==> src/rtl/irsl_pkg.sv <==
package irsl_pkg;
  localparam int WORD_W  = 32;
  localparam int IDX_W   = 8;
  localparam int PAY_W   = WORD_W - IDX_W;
  localparam int HI_W    = WORD_W - PAY_W;
  localparam int NUM_Q   = 4;
  localparam logic [IDX_W-1:0] Q_BASE = 8'h50;

  localparam int SLOT_START = 0;
  localparam int SLOT_END   = 1;
  localparam int SLOT_HIGH  = 2;
  localparam int SLOT_LEN   = 3;

  typedef enum logic [1:0] {
    SP_NONE  = 2'd0,
    SP_PLAIN = 2'd1,
    SP_QUAL  = 2'd2
  } space_e;
endpackage

==> src/rtl/irsl_decode.sv <==
module irsl_decode
  import irsl_pkg::*;
#(
  parameter int QUAL_BIT = 29
) (
  input  space_e             space,
  input  logic [IDX_W-1:0]   top,
  output logic [NUM_Q-1:0]   hit,
  output logic               unknown
);
  localparam int QPOS = QUAL_BIT - PAY_W;

  logic             idx_ok;
  logic [IDX_W-1:0] eff_idx;

  always_comb begin
    idx_ok  = 1'b0;
    eff_idx = top;
    unique case (space)
      SP_PLAIN: begin
        idx_ok  = 1'b1;
        eff_idx = top;
      end
      SP_QUAL: begin
        idx_ok  = top[QPOS];
        eff_idx = top;
        eff_idx[QPOS] = 1'b0;
      end
      default: begin
        idx_ok  = 1'b0;
        eff_idx = top;
      end
    endcase
  end

  for (genvar k = 0; k < NUM_Q; k++) begin : g_hit
    assign hit[k] = idx_ok && (eff_idx == (Q_BASE + IDX_W'(k)));
  end

  assign unknown = ~|hit;
endmodule

==> src/rtl/irsl_regs.sv <==
module irsl_regs
  import irsl_pkg::*;
(
  input  logic                clk,
  input  logic                rst_n,
  input  logic                take,
  input  logic [NUM_Q-1:0]    hit,
  input  logic [PAY_W-1:0]    payload,
  output logic [WORD_W-1:0]   q_start,
  output logic [WORD_W-1:0]   q_end,
  output logic [PAY_W-1:0]    q_len
);
  logic [PAY_W-1:0] start_lo, end_lo;
  logic [HI_W-1:0]  start_hi, end_hi;

  always_ff @(posedge clk or negedge rst_n) begin
    if (!rst_n) begin
      start_lo <= '0;
      end_lo   <= '0;
      start_hi <= '0;
      end_hi   <= '0;
      q_len    <= '0;
    end else if (take) begin
      if (hit[SLOT_START]) start_lo <= payload;
      if (hit[SLOT_END])   end_lo   <= payload;
      if (hit[SLOT_HIGH]) begin
        start_hi <= payload[HI_W-1:0];
        end_hi   <= payload[2*HI_W-1:HI_W];
      end
      if (hit[SLOT_LEN])   q_len    <= payload;
    end
  end

  assign q_start = {start_hi, start_lo};
  assign q_end   = {end_hi, end_lo};
endmodule

==> src/rtl/irsl_track.sv <==
module irsl_track
  import irsl_pkg::*;
(
  input  logic              clk,
  input  logic              rst_n,
  input  logic              clear,
  input  logic              take,
  input  logic [NUM_Q-1:0]  hit,
  input  logic [WORD_W-1:0] q_start,
  input  logic [WORD_W-1:0] q_end,
  output logic              q_en
);
  logic [NUM_Q-1:0] seen;

  for (genvar k = 0; k < NUM_Q; k++) begin : g_seen
    always_ff @(posedge clk or negedge rst_n) begin
      if (!rst_n)                seen[k] <= 1'b0;
      else if (clear)            seen[k] <= 1'b0;
      else if (take && hit[k])   seen[k] <= 1'b1;
    end
  end

  assign q_en = (&seen) && (q_end >= q_start);
endmodule

==> src/rtl/irsl_top.sv <==
module irsl_top
  import irsl_pkg::*;
#(
  parameter logic [WORD_W-1:0] SEL_PLAIN = 32'h00FE_0000,
  parameter logic [WORD_W-1:0] SEL_QUAL  = 32'h0010_0000,
  parameter int                QUAL_BIT  = 29
) (
  input  logic              clk,
  input  logic              rst_n,
  input  logic              sel_wr,
  input  logic [WORD_W-1:0] sel_data,
  input  logic              word_valid,
  output logic              word_ready,
  input  logic [WORD_W-1:0] word_data,
  output logic [1:0]        cur_space,
  output logic [WORD_W-1:0] q_start,
  output logic [WORD_W-1:0] q_end,
  output logic [PAY_W-1:0]  q_len,
  output logic              q_en,
  output logic              err_sticky
);
  space_e           space_q;
  logic [NUM_Q-1:0] hit;
  logic             unknown;
  logic             take;

  assign word_ready = !sel_wr;
  assign take       = word_valid && word_ready;

  always_ff @(posedge clk or negedge rst_n) begin
    if (!rst_n) space_q <= SP_NONE;
    else if (sel_wr) begin
      if (sel_data == SEL_PLAIN)     space_q <= SP_PLAIN;
      else if (sel_data == SEL_QUAL) space_q <= SP_QUAL;
      else                           space_q <= SP_NONE;
    end
  end
  assign cur_space = space_q;

  irsl_decode #(.QUAL_BIT(QUAL_BIT)) u_decode (
    .space   (space_q),
    .top     (word_data[WORD_W-1:PAY_W]),
    .hit     (hit),
    .unknown (unknown)
  );

  irsl_regs u_regs (
    .clk     (clk),
    .rst_n   (rst_n),
    .take    (take),
    .hit     (hit),
    .payload (word_data[PAY_W-1:0]),
    .q_start (q_start),
    .q_end   (q_end),
    .q_len   (q_len)
  );

  irsl_track u_track (
    .clk     (clk),
    .rst_n   (rst_n),
    .clear   (sel_wr),
    .take    (take),
    .hit     (hit),
    .q_start (q_start),
    .q_end   (q_end),
    .q_en    (q_en)
  );

  always_ff @(posedge clk or negedge rst_n) begin
    if (!rst_n)               err_sticky <= 1'b0;
    else if (take && unknown) err_sticky <= 1'b1;
  end
endmodule

==> config.mk <==
export PLATFORM = sky130hd
export DESIGN_NAME = irsl_top
export DESIGN_NICKNAME = d
export VERILOG_FILES = /design/src/rtl/irsl_pkg.sv /design/src/rtl/irsl_decode.sv /design/src/rtl/irsl_regs.sv /design/src/rtl/irsl_track.sv /design/src/rtl/irsl_top.sv
export SDC_FILE = /design/constraint.sdc
export NUM_CORES = 1
export LEC_CHECK = 0
export BUFFER_PORTS_ARGS = -buffer_cell sky130_fd_sc_hd__buf_2
export CAP_MARGIN = 20
export CORE_UTILIZATION = 52
export CTS_BUF_LIST = sky130_fd_sc_hd__clkbuf_4 sky130_fd_sc_hd__clkbuf_8
export DETAILED_ROUTE_END_ITERATION = 7
export GPL_ROUTABILITY_DRIVEN = 0
export PLACE_DENSITY = 0.83
export SKIP_CTS_REPAIR_TIMING = 1
export SLEW_MARGIN = 10
export SYNTH_ARGS = -nofsm -noshare
export SYNTH_HDL_FRONTEND = slang
export SYNTH_HIERARCHICAL = 1
export SYNTH_SLANG_ARGS = --single-unit
==> constraint.sdc <==
create_clock -name clk -period 2.57 [get_ports clk]
set_input_delay 0 -clock clk [delete_from_list [all_inputs] [get_ports clk]]
set_output_delay 0 -clock clk [all_outputs]
set_load 0.01 [all_outputs]
== After elaboration in Yosys (flattened, before gate mapping) ==
Index checks and enable logic that the tools add are counted.

* Magnitude comparators: 1
* Mux-type cells: 12
* Equality and inequality tests: 8
* Reductions and logical operators: 23

{| class="wikitable"
|+ Operators by type and width
! operator !! number
|-
| 32-bit by 21-bit == test with 1-bit output, second input constant || 1
|-
| 32-bit by 24-bit == test with 1-bit output, second input constant || 1
|-
| 8-bit by 7-bit == test with 1-bit output, second input constant || 4
|-
| 32-bit greater-or-equal comparator || 1
|-
| 1-bit logical AND || 11
|-
| 1-bit two-way mux || 8
|-
| 2-bit AND reduction || 4
|-
| 2-bit nonzero test || 4
|-
| 6-bit two-way mux || 1
|-
| 2-bit two-way mux || 2
|-
| 4-bit AND reduction || 1
|-
| 4-bit OR reduction || 1
|-
| 2-bit by 1-bit == test with 1-bit output, second input constant || 1
|-
| 2-bit == test, second input constant || 1
|-
| 1-bit zero test || 2
|-
| 1-bit one-hot mux with 2 select lines || 1
|}

* Output and inout bits: 93
* Input port bits: 68
* Register bits after elaboration: 95

== Depth between registers and ports, before layout ==
Gate-level depths: netlist of run 1.

* Word-level depth: 7
* Gate-level depth with buffers: 7
* Mapped depth without buffers: 7

== Modules after synthesis ==
Netlist of run 1, hierarchy kept.

{| class="wikitable"
|+ By module, submodules not included
! module !! area an instance (um2) !! seq. area each (um2) !! instances !! cells each
|-
| irsl_regs || 3,296.9 || 2,202.1 || 1 || 187
|-
| irsl_track || 969.7 || 100.1 || 1 || 123
|-
| irsl_top || 227.7 || 75.1 || 1 || 24
|-
| irsl_decode || 140.1 || 0.0 || 1 || 16
|}

== Worst setup path before layout of run 1 ==
Ideal clock, no wire load.

* Path type: reg-to-reg
* Start: register space_q[0], in the netlist cur_space[0]
* End: register u_regs.end_hi[4]
* Setup time: 0.125 ns
* Stages on the path, launching flop included: 8
* Arrival time: 1.975 ns
* Period minus slack after synthesis: 2.100 ns
* Setup slack: 0.470 ns
* Cell sequence: dfrtp_1 -> inv_1 -> ha_1 -> nand4bb_4 -> nor4_1 -> nand2_2 -> buf_6 -> mux2_2

* Word-level cells in the longest chain between the ends: 5
* Elaborated cells on any way between the ends: 7

{| class="wikitable"
|+ RTL lines
! element !! RTL line !! text
|-
| start: declaration || irsl_top.sv:22 || <nowiki>space_e space_q;</nowiki>
|-
| start signal: assignment || irsl_top.sv:31 || <nowiki>if (!rst_n) space_q <= SP_NONE;</nowiki>
|-
| start signal: assignment || irsl_top.sv:33 || <nowiki>if (sel_data == SEL_PLAIN) space_q <= SP_PLAIN;</nowiki>
|-
| start signal: assignment || irsl_top.sv:34 || <nowiki>else if (sel_data == SEL_QUAL) space_q <= SP_QUAL;</nowiki>
|-
| 2-bit == test || irsl_decode.sv:19 || <nowiki>unique case (space)</nowiki>
|-
| 6-bit two-way mux || irsl_decode.sv:19 ||
|-
| 8-bit by 7-bit == test with 1-bit output || irsl_decode.sv:37 || <nowiki>assign hit[k] = idx_ok && (eff_idx == (Q_BASE + IDX_W'(k)));</nowiki>
|-
| 1-bit logical AND * || irsl_decode.sv:37 ||
|-
| named net hit[2] || irsl_top.sv:23 || <nowiki>logic [NUM_Q-1:0] hit;</nowiki>
|-
| 2-bit AND reduction (no source line) * || -- ||
|-
| end signal: assignment || irsl_regs.sv:28 || <nowiki>end_hi <= payload[2*HI_W-1:HI_W];</nowiki>
|-
| end: declaration || irsl_regs.sv:14 || <nowiki>logic [HI_W-1:0] start_hi, end_hi;</nowiki>
|}

Mark *: on every way through the listed nets, which the timed path passes. The rest lies on a longest branch.
A chain may end at the register's enable or synchronous reset.

== Final worst setup path of run 1 ==
Same ends and word-level chain as after synthesis.

==> results_dict.tcl, run 1 <==
set metrics [dict create \
    finalWorstSetupSlack_ps 269 \
    via_per_inst 5.26 \
    tightest_slew_ps 905 \
    final_area_um2 6100 \
    insertion_delay_ps 360 \
    fp.coreArea_um2 8680 \
    fin_tns_setup_ps 0 \
    synth-simple-area-share_pct 8.02 \
    area_growth_pct 31.7 \
    antenna_found_initial 0 \
    internal-power_mw 2.15 \
    status "finished, final reports clean" \
    synthCells 350 \
    critPathCaptureType "flip-flop" \
    max_freq_mhz 435 \
    power.density_nw_per_um2 454 \
    cp_max_fo 16 \
    period_needed_ps 2300 \
    cts_root_buf "clkbuf_8" \
    place_area_um2 5550 \
    yosys_warnings 6 \
    htree_levels 3 \
    routed_wl_mm 10.9 \
    layout_common_cells "buf_2 (159), dfrtp_1 (95), mux2_2 (88)" \
    rsz0062_at_grt "no" \
    p_clk_share_pct 40.4 \
    initial_core_util_pct 53.4 \
    grt.overflow.total 0 \
    ant_nets 0 \
    drive_gt1_share_pct 51.3 \
    synth_fa_ha_area_share_pct 9.18 \
    rows 34 \
    cp.arrival_ps 2540 \
    ys_seq_area_share_pct 51.3 \
    drt_pre_antenna_iters 6 \
    die-area_um2 9290 \
    fin_skew_ps 14.6 \
    netlist_area_um2 4630 \
    leakage_nw 3.39 \
    global_route.usage.total_pct 22.9 \
    die_w_um 96.4 \
    finalHoldViolCount 0 \
    final_common_cell "buf_2" \
    first_global_vias 3261 \
    worst-setup-path-type "flip-flop to flip-flop" \
    synthXorXnorAreaFrac_pct 0 \
    hold_depth 5 \
    grt_max_degree 73 \
    maxCapViolCount 0 \
    holdWs_ps 103 \
    nets 656 \
    wl_per_cell_um 16.4 \
    drtIter0Drc 84 \
    synth_compound_gate_area_share_pct 5.05 \
    chipHeight_um 96.4 \
    cts.path.max_buffers 2 \
    r2r_cells 6 \
    drcViolationCount 0 \
    setup-violations-final 0 \
    instances_no_fill 667 \
    slew_headroom_pct 39.7 \
    numCtsBuffers 9 \
    syn_area_per_cell_um2 13.2 \
    cts_tree "yes" \
    period_share_pct 89.6 \
    place_inst 619 \
    slew_violations 0 \
    synth-seq-cells 95 \
    synth_cell_types 39 \
    swShare_pct 22.3 \
    cts_sinks 95 \
    p_seq_share_pct 53.9 \
    hpwlAfterDp_mm 7.98 \
    worstPathRequired_ps 2810 \
    grt_pass1_wl_mm 15.7 \
    io_buffers 160 \
    place_ws_ps 279 \
    start_kind "flip-flop" \
    p_switching_mw 0.619 \
    holdCritPathClass "input pin to flip-flop" \
    max-vdd-ir-drop_mv 0.313 \
    clkTransAtPathRegs_ps 90 \
    ios 161 \
    synth_top_family_by_area "multiplexers" \
    combPwrFrac_pct 5.7 \
    route.vias.total 3507 \
    n_antenna_cell 0 \
    synth.area.mux_share_pct 21.6 \
    syn_nets 452 \
]
[metrics by stage]
stage	power (mW)	utilization, %
after floorplan	1.54	-
after global placement	1.64	64.0
after detailed placement	1.65	64.0
after CTS	2.76	66.6
after global routing	2.88	70.3
final	2.77	70.3
[critical path, cell delays in order (launching register included)]
cell	delay (ps)
dfrtp_1	400
inv_1	60
ha_1	280
nand4bb_4	220
nor4_1	470
nand2_2	350
mux2_2	400
[cell usage after synthesis (all sizes together)]
cell | instances | area [µm²]
nor2b | 1 | 6.26
a21oi | 14 | 70.1
o21ai | 3 | 15.0
o221ai | 1 | 8.76
or2b | 1 | 7.51
nor3 | 2 | 15.0
nor4 | 9 | 75.1
buf | 7 | 78.8
mux2 | 88 | 991
o21a | 2 | 15.0
nand3 | 5 | 25.0
dfrtp | 95 | 2380
o32ai | 2 | 17.5
inv | 39 | 146
a221o | 1 | 10.0
or4 | 1 | 11.3
nand2b | 2 | 20.0
and4 | 4 | 35.0
a2bb2oi | 1 | 8.76
o2111ai | 1 | 8.76
and2 | 1 | 6.26
nand2 | 11 | 51.3
a211oi | 1 | 12.5
a2111oi | 1 | 27.5
nand4bb | 1 | 27.5
a21o | 4 | 31.3
a221oi | 1 | 8.76
nand4 | 6 | 37.5
nor4b | 1 | 15.0
mux2i | 1 | 10.0
or2 | 1 | 6.26
ha | 34 | 425
nor2 | 7 | 26.3
or3 | 1 | 6.26
[state kept, by name (all words and copies together), names as in the netlist]
signal,flops
cur_space,2
err_sticky,1
u_regs/end_hi,8
u_regs/end_lo,24
u_regs/q_len,24
u_regs/start_hi,8
u_regs/start_lo,24
u_track/seen,4
[power groups by stage]
| stage | Combinational, mW | Sequential [mW] | Clock [mW] |
|---|---|---|---|
| after floorplan | 0.0154 | 1.52 | 0 |
| final | 0.157 | 1.49 | 1.12 |
| after global placement | 0.120 | 1.52 | 0 |
| after CTS | 0.125 | 1.49 | 1.14 |
| after detailed placement | 0.125 | 1.52 | 0 |
| after global routing | 0.176 | 1.49 | 1.21 |
[final timing paths]
| kind | startpoint | end | slack (ps) |
|---|---|---|---|
| max | cur_space[0] | u_regs/end_hi[4] | 270 |
| min | word_data[26] | u_track/seen[0] | 100 |
| max reg2reg | cur_space[0] | u_regs/end_hi[4] | 270 |
| min reg2reg | err_sticky | err_sticky | 460 |
| max in group asynchronous | rst_n | u_regs/q_len[4] | 1510 |
| min in group asynchronous | rst_n | u_regs/start_lo[10] | 300 |
[logic make-up (layout without fill, tap and decap cells)]
kind of cell / count (synthesis) / after routing
compound gates: 32 / 32
flops: 95 / 95
simple gates: 54 / 54
buf+inv: 46 / 255
mux: 89 / 89
fa+ha+maj: 34 / 34
[area by class of cell]
type                    instances  area, µm²
fillers                       654       2580
flip-flops and latches         95       2380
clock buffers                  10        138
repair buffers                200       1180
clock inverters                 6       90.1
multi-input cells             209       2030
well taps                     108        135
inverters                      39        146
[metal layers]
metal / global-route usage, % / share of wire [%] / vias up / wire length [µm]
met5: 0 / 0 / - / 0
met4: 5.64 / 1.2 / 0 / 132
met3: 5.95 / 5.2 / 10 / 573
met2: 40.4 / 52 / 125 / 5730
met1: 27.8 / 41 / 1711 / 4500
li1: - / - / 1661 / -
Power figures use the tool's default switching activity.
==> inputs of run 2 (changes only) <==
Settings changed: SYNTH_HIERARCHICAL 1 to default.
==> results_dict.tcl, run 2 <==
set metrics [dict create \
    status "finished, final reports clean" \
    final_area_um2 6040 \
    r2r-end "u_regs.q_len[10]" \
    slew_headroom_pct 51.5 \
    route.vias.total 3470 \
    slowest_delay_ps 440 \
    place_ws_ps 248 \
    clkTransAtPathRegs_ps 90 \
    ios 161 \
    internal-power_mw 1.98 \
    syn_area_per_cell_um2 13.5 \
    holdWs_ps 53.4 \
    htree_levels 3 \
    period_needed_ps 2500 \
    post-synth-top-count-cell "dfrtp_1" \
    nets 643 \
    synth_top_area_share_pct 51.2 \
    synth_edf_count 0 \
    max-vdd-ir-drop_mv 0.223 \
    async_flop_share_pct 100 \
    p_switching_mw 0.596 \
    final_common_cell "buf_2" \
    power.density_nw_per_um2 427 \
    cts.path.max_buffers 2 \
    die_w_um 96.5 \
    cts_tree "yes" \
    tightest_slew_ps 727 \
    regArea_um2 2380 \
    grt.overflow.total 0 \
    combPwrFrac_pct 5.7 \
    leakage_nw 3.35 \
    p_seq_share_pct 57.9 \
    synthCells 343 \
    period_share_pct 97.4 \
    synth-seq-cells 95 \
    ys_dominant_reg_cell "dfrtp_1" \
    path_buf_inv 2 \
    synth_commonest_cells "dfrtp_1 (95), mux2_2 (52), inv_1 (38), ha_1 (34), mux2_4 (29)" \
    hpwlAfterDp_mm 7.54 \
    drive_gt1_share_pct 49.5 \
    cp_max_fo 3 \
    insertion_delay_ps 350 \
    fin_tns_setup_ps 0 \
    wl_per_cell_um 16.3 \
    reg.largest.list "u_regs.end_lo: 24 flops, u_regs.q_len: 24 flops, u_regs.start_lo: 24 flops" \
    fin_skew_ps 7.84 \
    chipHeight_um 96.5 \
    crit_chain "inv_1 > ha_1 > nand2b_1 > a2111oi_0 > o21ai_1 > a211oi_2 > o21ai_0 > buf_2" \
    timing.rr.start "cur_space[0]" \
    r2r_slack_ps 240 \
    critPathCaptureType "output pin" \
    ys_seq_area_share_pct 51.2 \
    multi_input_area_um2 2050 \
    fp.coreArea_um2 8680 \
    grt_max_degree 48 \
    yosys_warnings 0 \
    ant_nets 0 \
    finalWorstSetupSlack_ps 67.3 \
    synth_cell_types 37 \
    swShare_pct 23.1 \
    antenna_found_initial 0 \
    drtIter0Drc 57 \
    slew_violations 0 \
    worstPathRequired_ps 2570 \
    rows 34 \
    area_growth_pct 30.1 \
    io_buffers 160 \
    global_route.usage.total_pct 22.3 \
    initial_core_util_pct 53.5 \
    place_area_um2 5550 \
    worstHoldEndpoint "err_sticky" \
    die-area_um2 9310 \
    synth_top_area_cell "dfrtp_1" \
    max_freq_mhz 400 \
    cp.arrival_ps 2500 \
    yosys-top-cells-area "dfrtp_1 (51%), mux2_2 (13%), mux2_4 (9.4%), ha_1 (9.2%), inv_1 (3.1%)" \
    maxCapViolCount 0 \
    r2r_cells 6 \
    min_from "word_valid" \
    netlist_area_um2 4640 \
    drcViolationCount 0 \
    slowest_stage "a2111oi_0" \
    routed_wl_mm 10.7 \
    hold_depth 3 \
    grt_pass1_wl_mm 15.7 \
    holdCritPathClass "input pin to flip-flop" \
    nFillCells 622 \
    crit_family "compound AO/OA/AOI/OAI gates" \
    first_global_vias 3305 \
    setup-violations-final 0 \
    finalHoldViolCount 0 \
    syn_nets 445 \
    numCtsBuffers 9 \
    p_clk_share_pct 36.3 \
    via_per_inst 5.31 \
    n_antenna_cell 0 \
    cts_root_buf "clkbuf_8" \
    start_kind "flip-flop" \
    layout_common_cells "buf_2 (159), dfrtp_1 (95), mux2_2 (52)" \
    cts_sinks 95 \
    worst-setup-path-type "flip-flop to output pin" \
    drt_pre_antenna_iters 4 \
]
==> run 2: worst max-delay path by stage <==
stage                startpoint                  end  cells after the start  slack (ps)
2_1_floorplan      cur_space[0]  u_regs.start_lo[10]                      9         500
3_3_place_gp       cur_space[0]     u_regs.q_len[13]                      6         330
3_5_place_dp       cur_space[0]     u_regs.q_len[10]                      6         250
4_1_cts        u_regs.end_lo[0]                 q_en                      8          -1
5_1_grt        u_regs.end_lo[0]                 q_en                      8         -70
6_report       u_regs.end_lo[0]                 q_en                      8          70
==> run 2: power by group through the flow <==
stage	sequential, mW	combinational (mW)	clock (mW)
after floorplan	1.52	0.0103	0
after global placement	1.52	0.111	0
after detailed placement	1.52	0.116	0
after CTS	1.49	0.117	0.959
after global routing	1.49	0.165	1.03
final	1.49	0.148	0.938
==> run 2: logic make-up (layout without fill, tap and decap cells) <==
group,count (synthesis),in the layout,share of synthesized area (%)
flip-flops,95,95,51.2
buffers and inverters,47,250,4.82
AND/OR/NAND/NOR,46,46,6.41
adder cells (fa/ha/maj),34,34,9.16
AO/OA/AOI/OAI,32,32,4.50
multiplexers,89,89,23.9
==> run 2: cell type report <==
class	count	area share (%)
multi-input cells	201	33.9
clock buffers	12	2.63
well taps	108	2.24
clock inverters	4	0.497
repair buffers	196	19.0
inverters	38	2.36
flip-flops and latches	95	39.4
==> run 2: per-stage QoR <==
step | cells | utilization, % | total power [mW]
after CTS | 624 | 66.1 | 2.57
after floorplan | 343 | - | 1.53
after global routing | 654 | 69.6 | 2.69
final | 654 | 69.6 | 2.58
after detailed placement | 608 | 63.9 | 1.64
after global placement | 608 | 63.9 | 1.64
==> run 2: worst reg2reg max path, stage by stage (launching register included) <==
cell,delay [ps]
dfrtp_1,370
inv_1,70
ha_1,290
nor2_1,140
and4_4,250
nand3_2,570
mux2_2,530
==> run 2: per-layer routing <==
metal	vias to the layer above	GRT usage, %	routed length [µm]
li1	1609	-	-
met1	1730	27.4	4410
met2	119	39.4	5580
met3	12	4.69	564
met4	0	6.00	131
met5	-	0	0
